`src/rtl/sda_guard_pkg.sv`:
```
package sda_guard_pkg;

  typedef logic [1:0] priv_t;

  localparam priv_t PRIV_APP = 2'd3;

  typedef struct packed {
    logic fault;
    logic write;
  } verdict_t;

  typedef struct packed {
    logic  write;
    priv_t priv;
    logic  implicit_acc;
    logic  pg_en;
    logic  wp;
    logic  xlat_ok;
  } req_attr_t;

endpackage

```
`src/rtl/sda_ctl_state.sv`:
```
module sda_ctl_state #(
  parameter int CTL_W   = 32,
  parameter int CAP_W   = 32,
  parameter int EN_BIT  = 21,
  parameter int CAP_BIT = 20
) (
  input  logic             clk,
  input  logic             rst_n,
  input  logic [CAP_W-1:0] cap_vec,
  input  logic             ctl_wr_en,
  input  logic [CTL_W-1:0] ctl_wr_data,
  input  logic             ovr_set,
  input  logic             ovr_clr,
  output logic             prev_en_q,
  output logic             ovr_q,
  output logic             illegal_q
);

  logic cap_ok;
  logic cmd_any;
  logic unused_bits;

  assign cap_ok      = cap_vec[CAP_BIT];
  assign cmd_any     = ovr_set | ovr_clr;
  assign unused_bits = ^{ctl_wr_data, cap_vec};

  always_ff @(posedge clk) begin
    if (!rst_n) begin
      prev_en_q <= 1'b0;
    end else if (ctl_wr_en) begin
      prev_en_q <= ctl_wr_data[EN_BIT] & cap_ok;
    end
  end

  always_ff @(posedge clk) begin
    if (!rst_n) begin
      ovr_q <= 1'b0;
    end else if (cap_ok) begin
      if (ovr_clr) begin
        ovr_q <= 1'b0;
      end else if (ovr_set) begin
        ovr_q <= 1'b1;
      end
    end
  end

  always_ff @(posedge clk) begin
    if (!rst_n) begin
      illegal_q <= 1'b0;
    end else begin
      illegal_q <= cmd_any & ~cap_ok;
    end
  end

  AST_EN_NEEDS_CAP: assert property (@(posedge clk) disable iff (!rst_n)
    $rose(prev_en_q) |-> $past(cap_ok));

  AST_OVR_FROZEN: assert property (@(posedge clk) disable iff (!rst_n)
    !cap_ok |=> $stable(ovr_q));

  AST_ILLEGAL_PULSE: assert property (@(posedge clk) disable iff (!rst_n)
    (cmd_any && !cap_ok) |=> illegal_q);

endmodule

```
`src/rtl/sda_lvl_reduce.sv`:
```
module sda_lvl_reduce #(
  parameter int MAX_LVL = 4,
  parameter int MIN_LVL = 2,
  parameter int LVL_CW  = $clog2(MAX_LVL + 1)
) (
  input  logic [LVL_CW-1:0]  lvl_cnt,
  input  logic [MAX_LVL-1:0] us_bits,
  input  logic [MAX_LVL-1:0] rw_bits,
  output logic               sup_only,
  output logic               all_wr
);

  localparam logic [LVL_CW-1:0] MIN_C = LVL_CW'(MIN_LVL);
  localparam logic [LVL_CW-1:0] MAX_C = LVL_CW'(MAX_LVL);

  logic [LVL_CW-1:0]  eff_cnt;
  logic [MAX_LVL-1:0] used;
  logic [MAX_LVL-1:0] sup_hit;
  logic [MAX_LVL-1:0] ro_hit;

  always_comb begin
    if (lvl_cnt < MIN_C) begin
      eff_cnt = MIN_C;
    end else if (lvl_cnt > MAX_C) begin
      eff_cnt = MAX_C;
    end else begin
      eff_cnt = lvl_cnt;
    end
  end

  for (genvar g = 0; g < MAX_LVL; g++) begin : g_lvl
    assign used[g]    = eff_cnt > LVL_CW'(g);
    assign sup_hit[g] = used[g] & ~us_bits[g];
    assign ro_hit[g]  = used[g] & ~rw_bits[g];
  end

  assign sup_only = |sup_hit;
  assign all_wr   = ~|ro_hit;

endmodule

```
`src/rtl/sda_judge.sv`:
```
module sda_judge
  import sda_guard_pkg::*;
(
  input  req_attr_t attr,
  input  logic      prev_en,
  input  logic      ovr,
  input  logic      sup_only,
  input  logic      all_wr,
  output logic      fault
);

  logic is_sup;
  logic rule_live;
  logic prev_hit;
  logic wp_hit;

  always_comb begin
    is_sup    = (attr.priv != PRIV_APP) | attr.implicit_acc;
    rule_live = prev_en & ((attr.priv == PRIV_APP) | ~ovr);
    prev_hit  = is_sup & rule_live & ~sup_only;
    wp_hit    = is_sup & attr.write & attr.wp & ~all_wr;
    if (!attr.pg_en) begin
      fault = 1'b0;
    end else if (!attr.xlat_ok) begin
      fault = 1'b1;
    end else begin
      fault = prev_hit | wp_hit;
    end
  end

endmodule

```
`src/rtl/sda_guard.sv`:
```
module sda_guard
  import sda_guard_pkg::*;
#(
  parameter int MAX_LVL = 4,
  parameter int MIN_LVL = 2,
  parameter int CTL_W   = 32,
  parameter int CAP_W   = 32,
  parameter int EN_BIT  = 21,
  parameter int CAP_BIT = 20,
  parameter int LVL_CW  = $clog2(MAX_LVL + 1)
) (
  input  logic               clk,
  input  logic               rst_n,
  input  logic [CAP_W-1:0]   cap_vec,
  input  logic               ctl_wr_en,
  input  logic [CTL_W-1:0]   ctl_wr_data,
  input  logic               ovr_set,
  input  logic               ovr_clr,
  input  logic               req_valid,
  output logic               req_ready,
  input  logic               req_write,
  input  logic [1:0]         req_priv,
  input  logic               req_implicit,
  input  logic               req_pg_en,
  input  logic               req_wp,
  input  logic               req_xlat_ok,
  input  logic [LVL_CW-1:0]  req_lvl_cnt,
  input  logic [MAX_LVL-1:0] req_us,
  input  logic [MAX_LVL-1:0] req_rw,
  output logic               res_valid,
  input  logic               res_ready,
  output logic               res_fault,
  output logic               res_write,
  output logic               prev_en,
  output logic               ovr_flag,
  output logic               illegal_op
);

  req_attr_t attr;
  verdict_t  out_q;
  logic      sup_only;
  logic      all_wr;
  logic      fault_c;
  logic      fire;

  assign attr = '{write:        req_write,
                  priv:         req_priv,
                  implicit_acc: req_implicit,
                  pg_en:        req_pg_en,
                  wp:           req_wp,
                  xlat_ok:      req_xlat_ok};

  sda_ctl_state #(
    .CTL_W  (CTL_W),
    .CAP_W  (CAP_W),
    .EN_BIT (EN_BIT),
    .CAP_BIT(CAP_BIT)
  ) u_ctl (
    .clk        (clk),
    .rst_n      (rst_n),
    .cap_vec    (cap_vec),
    .ctl_wr_en  (ctl_wr_en),
    .ctl_wr_data(ctl_wr_data),
    .ovr_set    (ovr_set),
    .ovr_clr    (ovr_clr),
    .prev_en_q  (prev_en),
    .ovr_q      (ovr_flag),
    .illegal_q  (illegal_op)
  );

  sda_lvl_reduce #(
    .MAX_LVL(MAX_LVL),
    .MIN_LVL(MIN_LVL),
    .LVL_CW (LVL_CW)
  ) u_lvl (
    .lvl_cnt (req_lvl_cnt),
    .us_bits (req_us),
    .rw_bits (req_rw),
    .sup_only(sup_only),
    .all_wr  (all_wr)
  );

  sda_judge u_judge (
    .attr    (attr),
    .prev_en (prev_en),
    .ovr     (ovr_flag),
    .sup_only(sup_only),
    .all_wr  (all_wr),
    .fault   (fault_c)
  );

  assign req_ready = ~res_valid | res_ready;
  assign fire      = req_valid & req_ready;

  always_ff @(posedge clk) begin
    if (!rst_n) begin
      res_valid <= 1'b0;
      out_q     <= '0;
    end else if (fire) begin
      res_valid   <= 1'b1;
      out_q.fault <= fault_c;
      out_q.write <= req_write;
    end else if (res_ready) begin
      res_valid   <= 1'b0;
      out_q.fault <= 1'b0;
    end
  end

  assign res_fault = out_q.fault;
  assign res_write = out_q.write;

  AST_NOPAGE_NOFAULT: assert property (@(posedge clk) disable iff (!rst_n)
    (fire && !req_pg_en) |=> (res_valid && !res_fault));

  AST_BAD_XLAT_FAULTS: assert property (@(posedge clk) disable iff (!rst_n)
    (fire && req_pg_en && !req_xlat_ok) |=> (res_valid && res_fault));

  AST_APP_PLAIN_PASSES: assert property (@(posedge clk) disable iff (!rst_n)
    (fire && req_pg_en && req_xlat_ok && req_priv == PRIV_APP && !req_implicit)
      |=> !res_fault);

  AST_HOLD_RESULT: assert property (@(posedge clk) disable iff (!rst_n)
    (res_valid && !res_ready) |=> (res_valid && $stable(res_fault) && $stable(res_write)));

  AST_NO_STRAY_FAULT: assert property (@(posedge clk) disable iff (!rst_n)
    !res_valid |-> !res_fault);

endmodule

```
`config.mk`:
```
export PLATFORM = sky130hd
export DESIGN_NAME = sda_guard
export DESIGN_NICKNAME = d
export VERILOG_FILES = /design/src/rtl/sda_guard_pkg.sv /design/src/rtl/sda_ctl_state.sv /design/src/rtl/sda_lvl_reduce.sv /design/src/rtl/sda_judge.sv /design/src/rtl/sda_guard.sv
export SDC_FILE = /design/constraint.sdc
export NUM_CORES = 1
export LEC_CHECK = 0
export ABC_AREA = 1
export BUFFER_PORTS_ARGS = -buffer_cell sky130_fd_sc_hd__buf_2
export CAP_MARGIN = 20
export CORE_MARGIN = 1
export CORE_UTILIZATION = 20
export CTS_CLUSTER_DIAMETER = 150
export DETAILED_ROUTE_END_ITERATION = 8
export PLACE_DENSITY = 0.79
export SYNTH_ARGS = -nofsm -noshare
export SYNTH_HDL_FRONTEND = slang
export SYNTH_HIERARCHICAL = 1
export SYNTH_SLANG_ARGS = --single-unit
```
`constraint.sdc`:
```
create_clock -name clk -period 1.2 [get_ports clk]
set_clock_uncertainty 0.1 [all_clocks]
set_input_delay 0.18 -clock clk [delete_from_list [all_inputs] [get_ports clk]]
set_output_delay 0.18 -clock clk [all_outputs]
set_load 0.1 [all_outputs]
```
==> results of run 1 <==
## cell usage after synthesis
cell type  instances  share of area (%)
a21oi_1            5                7.0
a21oi_2            1                2.5
nand2_2            2                3.5
nand3_1            2                2.8
o21ai_0            3                4.2
nand2_1           16                 17
a21boi_0           1                2.1
nor2_1            10                 11
inv_1             14                 15
dfxtp_1            6                 34
nor2_2             1                1.8
## timing repair
item                       4_1_cts  5_1_grt
buffers inserted                 0        0
setup endpoints to repair        0        1
hold buffers                     0        0
## layout by cell type (no fill, tap or decap), types with 3 or more instances in the layout
cell type,n
dfxtp_4,3
o21ai_0,3
buf_12,7
inv_1,13
buf_2,26
clkbuf_4,3
nor2_1,10
a21oi_1,5
nand2_1,16
## power by group
group          switching [mW]  total, mW  leakage [nW]  internal, mW
registers              0.0178      0.230        0.0522         0.212
logic                   0.164      0.272         0.313         0.108
clock network          0.0820      0.209        0.0150         0.127
## per-layer routing
| layer | global-route usage, % | part of all wire [%] |
|---|---|---|
| met5 | 0 | 0 |
| met1 | 13.4 | 43 |
| met2 | 22.6 | 46 |
| met4 | 9.09 | 0 |
| met3 | 4.08 | 11 |
## registers in the layout (all words and copies together), names as in the netlist
| signal | count |
|---|---|
| u_ctl/ovr_q | 1 |
| res_fault | 1 |
| u_ctl/prev_en_q | 1 |
| res_write | 1 |
| res_valid | 1 |
| u_ctl/illegal_q | 1 |
## worst register-to-register path, cell delays in order, from the launching register on
cell and delay (ps):
dfxtp_4 370, inv_2 40, nor2_2 60, nand2_1 60, a21oi_1 120, inv_1 50, nand3_1 70, nand2_1 50
nor2_1 70
## cell families (layout without fill, tap and decap cells)
group	Yosys count	after routing	share of synthesized area [%]
and+or+nand+nor	31	31	35.6
buffers and inverters	14	51	14.8
AOI/OAI and AO/OA	10	10	15.8
DFF	6	6	33.8
## metrics by stage
step	setup TNS [ps]	hold slack, ps	area [um2]	instances	worst slack [ps]
final	0	34.8	699	114	45.3
after global routing	0	38.6	699	114	2.28
after CTS	0	19.8	699	114	19.9
after detailed placement	-38.5	290	673	110	-38.5
after global placement	-30.2	288	673	110	-30.2
after floorplan	0	152	383	61	11.0
## area by class of cell
| class | count | area [um2] |
|---|---|---|
| fill | 171 | 877 |
| multi-input combinational | 41 | 196 |
| sequential | 6 | 134 |
| clock buffer | 4 | 26.3 |
| inverter | 14 | 52.6 |
| timing repair buffer | 33 | 270 |
| tap | 16 | 20.0 |
## how the worst min path moves through the flow
stage / slack (ps) / endpoint / depth (start not counted)
floorplan: 150 / u_ctl/illegal_q$_SDFF_PN0_ / 1
global placement: 290 / u_ctl/illegal_q$_SDFF_PN0_ / 2
detailed placement: 290 / u_ctl/illegal_q$_SDFF_PN0_ / 2
CTS: 20 / u_ctl/illegal_q$_SDFF_PN0_ / 2
global route: 40 / u_ctl/illegal_q$_SDFF_PN0_ / 2
finish: 30 / u_ctl/illegal_q$_SDFF_PN0_ / 2
==> impl_metrics.toml, run 1 <==
[worst_setup_path]
end_kind = "output port"
reg2reg_slack_ps = 150
critPathArrivalTime_ps = 870
crit_path_top_delay_cell = "dfxtp_4"
worst_ep_required_time_ps = 920
startpoint_type = "flop"
cp.depth = 2
r2r_start = "u_ctl/prev_en_q$_SDFFE_PN0P_"
endpoint = "req_ready"
crit_chain = "nand2_8 > buf_12"
crit_path_max_fanout = 6
crit_buf_inv = 1
slowest_delay_ps = 390
r2r-end = "res_fault$_SDFFE_PN0P_"
critPathTopFamily = "flip-flops"
critPathKind = "reg -> out"
crit_start = "res_valid$_SDFFE_PN0P_"
rr_worst_depth = 8

[synth]
syn_nets = 150
ys_ff_latch = 6
synth-seq-area-share_pct = 33.8
syn-mean-instance-area_um2 = 5.83
syn_area_um2 = 355
synth_warnings = 6
synthCells = 61
ys_types = 11

[detailed_routing]
drt-vias-per-instance = 4.22
dr.pass1.iters = 7
drt.antenna.violating_nets = 0
routed_wl_mm = 1.08
vias = 481
drt_first_iter_violations = 5
drc = 1
post_drt_wl_per_cell_um = 9.46

[final_layout]
drive_gt1_share_pct = 46.9
finalNetCount = 188
n_antenna_cell = 0
area_delta_synth_final_pct = 96.8
final_util_pct = 44.4

[floorplan]
die_w_um = 44.2
dieArea_mm2 = 0.00195
pin_count = 96
rows = 14
start_util_pct = 22.5
core_area_mm2 = 0.00158
die_y_um = 44.2

[sta]
period_share_pct = 96.2
maxSlewHeadroom_pct = 89.3
finalSetupViolCount = 0
timing.final.hold_violations = 0
tightest_slew_ps = 160
fmax_mhz = 866
rsz0062_at_grt = "no"
maxSlewViolCount = 0
period_minus_slack_ps = 1150

[clock_network]
clk_latency_ps = 250
cts_buffers = 3
cts_tree = "done"
cts_resized = 0
htreeDepth = 1
cts_sinks = 6
cts_buffer_depth = 2
clk_pin_slew_ps = 50
root_buffer = "clkbuf_4"

[pwr]
leakagePower_nw = 0.381
finalPower_mw = 0.710
ir_drop_v = 0.000446
power_density_mw_per_mm2 = 1020

[hold_path]
hp-start = "cap_vec[20]"
hold_class = "in -> reg"

[grt]
gr-usage-all-layers_pct = 13.1
grt_pass1_vias = 467
grt_pass1_wl_mm = 1.79
grt_max_degree = 7
overflow = 0
antenna_found_initial = 0

[placed_design]
numPortBuffers = 33
dp_hpwl_um = 945
routabilityCongestion = 0.790

[outcome]
status = "finished, violations left"
violations = "design-rule violations"

[flow_run]
cap_violations = 0
No activity file was read; power rests on OpenSTA's default activity.
==> inputs of run 2 (changes only) <==
--- a/config.mk
+++ b/config.mk
@@ -9,10 +9,10 @@
 export BUFFER_PORTS_ARGS = -buffer_cell sky130_fd_sc_hd__buf_2
 export CAP_MARGIN = 20
 export CORE_MARGIN = 1
-export CORE_UTILIZATION = 20
-export CTS_CLUSTER_DIAMETER = 150
+export CORE_UTILIZATION = 21
+export CTS_CLUSTER_DIAMETER = 30
 export DETAILED_ROUTE_END_ITERATION = 8
-export PLACE_DENSITY = 0.79
+export PLACE_DENSITY = 0.83
 export SYNTH_ARGS = -nofsm -noshare
 export SYNTH_HDL_FRONTEND = slang
 export SYNTH_HIERARCHICAL = 1
==> constraint.sdc (replaced) <==
create_clock -name clk -period 1.4 [get_ports clk]
set_clock_uncertainty 0.1 [all_clocks]
set_input_delay 0.21 -clock clk [delete_from_list [all_inputs] [get_ports clk]]
set_output_delay 0.21 -clock clk [all_outputs]
set_load 0.1 [all_outputs]
==> impl_metrics.toml, run 2 (synthesis gave the netlist of run 1 again) <==
[outcome]
status = "finished, final reports clean"

[grt]
antenna_found_initial = 0
overflow = 0
grt_pass1_vias = 394
gr-usage-all-layers_pct = 11.4
grt_max_degree = 7
grt_pass1_wl_mm = 1.51

[clock_network]
clk_latency_ps = 250
hold_buffers = 0
root_buffer = "clkbuf_4"
postCtsSetupBuffers = 0
clk_pin_slew_ps = 40
htreeDepth = 1
cts_sinks = 6
cts_tree = "done"
cts_resized = 0
cts_buffers = 3
cts_buffer_depth = 2

[pwr]
leakagePower_nw = 0.366
power_density_mw_per_mm2 = 928
ir_drop_v = 0.000520
finalPower_mw = 0.566

[worst_setup_path]
worst_ep_required_time_ps = 1090
startpoint_type = "flop"
end_kind = "output port"
crit_path_top_delay_cell = "buf_2"
crit_buf_inv = 1
crit_path_max_fanout = 3
crit_chain = "buf_2"
slowest_delay_ps = 420
critPathTopFamily = "buffers and inverters"
critPathKind = "reg -> out"
critPathArrivalTime_ps = 1010

[final_layout]
area_delta_synth_final_pct = 71.5
n_antenna_cell = 0
finalNetCount = 188
mostFrequentLayoutCells = "31 x buf_2, 16 x nand2_1, 14 x inv_1, 10 x nor2_1, 5 x a21oi_1"
drive_gt1_share_pct = 44.9
layout_commonest_cell = "buf_2"

[detailed_routing]
post_drt_wl_per_cell_um = 7.91
dr.pass1.iters = 2
drc = 0
vias = 476
drt.antenna.violating_nets = 0
routed_wl_um = 902
drt_first_iter_violations = 7
drt-vias-per-instance = 4.18

[sta]
tightest_slew_ps = 484
rsz0062_at_grt = "no"
maxSlewViolCount = 0
maxSlewHeadroom_pct = 67.9
timing.final.hold_violations = 0
finalSetupViolCount = 0
period_share_pct = 93.9
fmax_mhz = 760
tns_ps = 0
period_minus_slack_ps = 1320

[placed_design]
numPortBuffers = 33
routabilityCongestion = 0.687
dp_hpwl_um = 792

[floorplan]
dieArea_mm2 = 0.00186
die_y_um = 43.1
die_w_um = 43.1
rows = 14
core_area_mm2 = 0.00154
pin_count = 96
start_util_pct = 23.1

[flow_run]
cap_violations = 0

[hold_path]
hold_class = "in -> reg"
==> run 2: cell counts in the layout (fill, tap and decap cells not counted) <==
No cell type changed its count.
==> run 2: power breakdown <==
group	internal, mW	leakage [nW]	switching (mW)
combinational	0.0640	0.300	0.137
sequential	0.183	0.0513	0.00742
clock	0.108	0.0150	0.0658
==> run 2: worst register-to-register path, cell delays in order (launching register included) <==
cell	delay, ps
dfxtp_2	320
inv_1	40
nor2_2	60
nand2_1	70
a21oi_1	140
inv_1	50
nand3_1	70
nand2_1	50
nor2_1	70
==> run 2: path summary, 6_finish.rpt <==
check / startpoint / endpoint / slack, ps / cells after the start
min reg2reg: res_write$_SDFFE_PN0P_ / res_write$_SDFFE_PN0P_ / 390 / 2
max: u_ctl/ovr_q$_SDFFE_PN0P_ / ovr_flag / 80 / 1
min: cap_vec[20] / u_ctl/illegal_q$_SDFF_PN0_ / 70 / 2
max reg2reg: u_ctl/prev_en_q$_SDFFE_PN0P_ / res_fault$_SDFFE_PN0P_ / 380 / 8
==> run 2: cell type report <==
type / instances / area [um2]
Clock buffer: 4 / 26.3
Fill cell: 172 / 932
Inverter: 14 / 52.6
Multi-Input combinational cell: 41 / 188
Sequential cell: 6 / 128
Tap cell: 16 / 20.0
Timing Repair Buffer: 33 / 195
==> run 2: routing by layer <==
layer | track usage (%) | vias to the layer above | wire [um]
li1 | - | 256 | -
met1 | 13.7 | 185 | 415
met2 | 16.7 | 35 | 346
met3 | 8.51 | 0 | 140
met4 | 1.82 | 0 | 0
met5 | 0 | - | 0
==> run 2: stage by stage <==
step	cells	hold slack, ps	instance area (um2)	util (%)	setup WS (ps)
finish	114	71.6	609	39.5	84.8
global route	114	66.1	609	39.5	31.5
CTS	114	63.2	609	39.5	71.6
detailed placement	110	322	583	37.8	113
global placement	110	318	583	37.8	129
floorplan	61	182	368	-	2.72
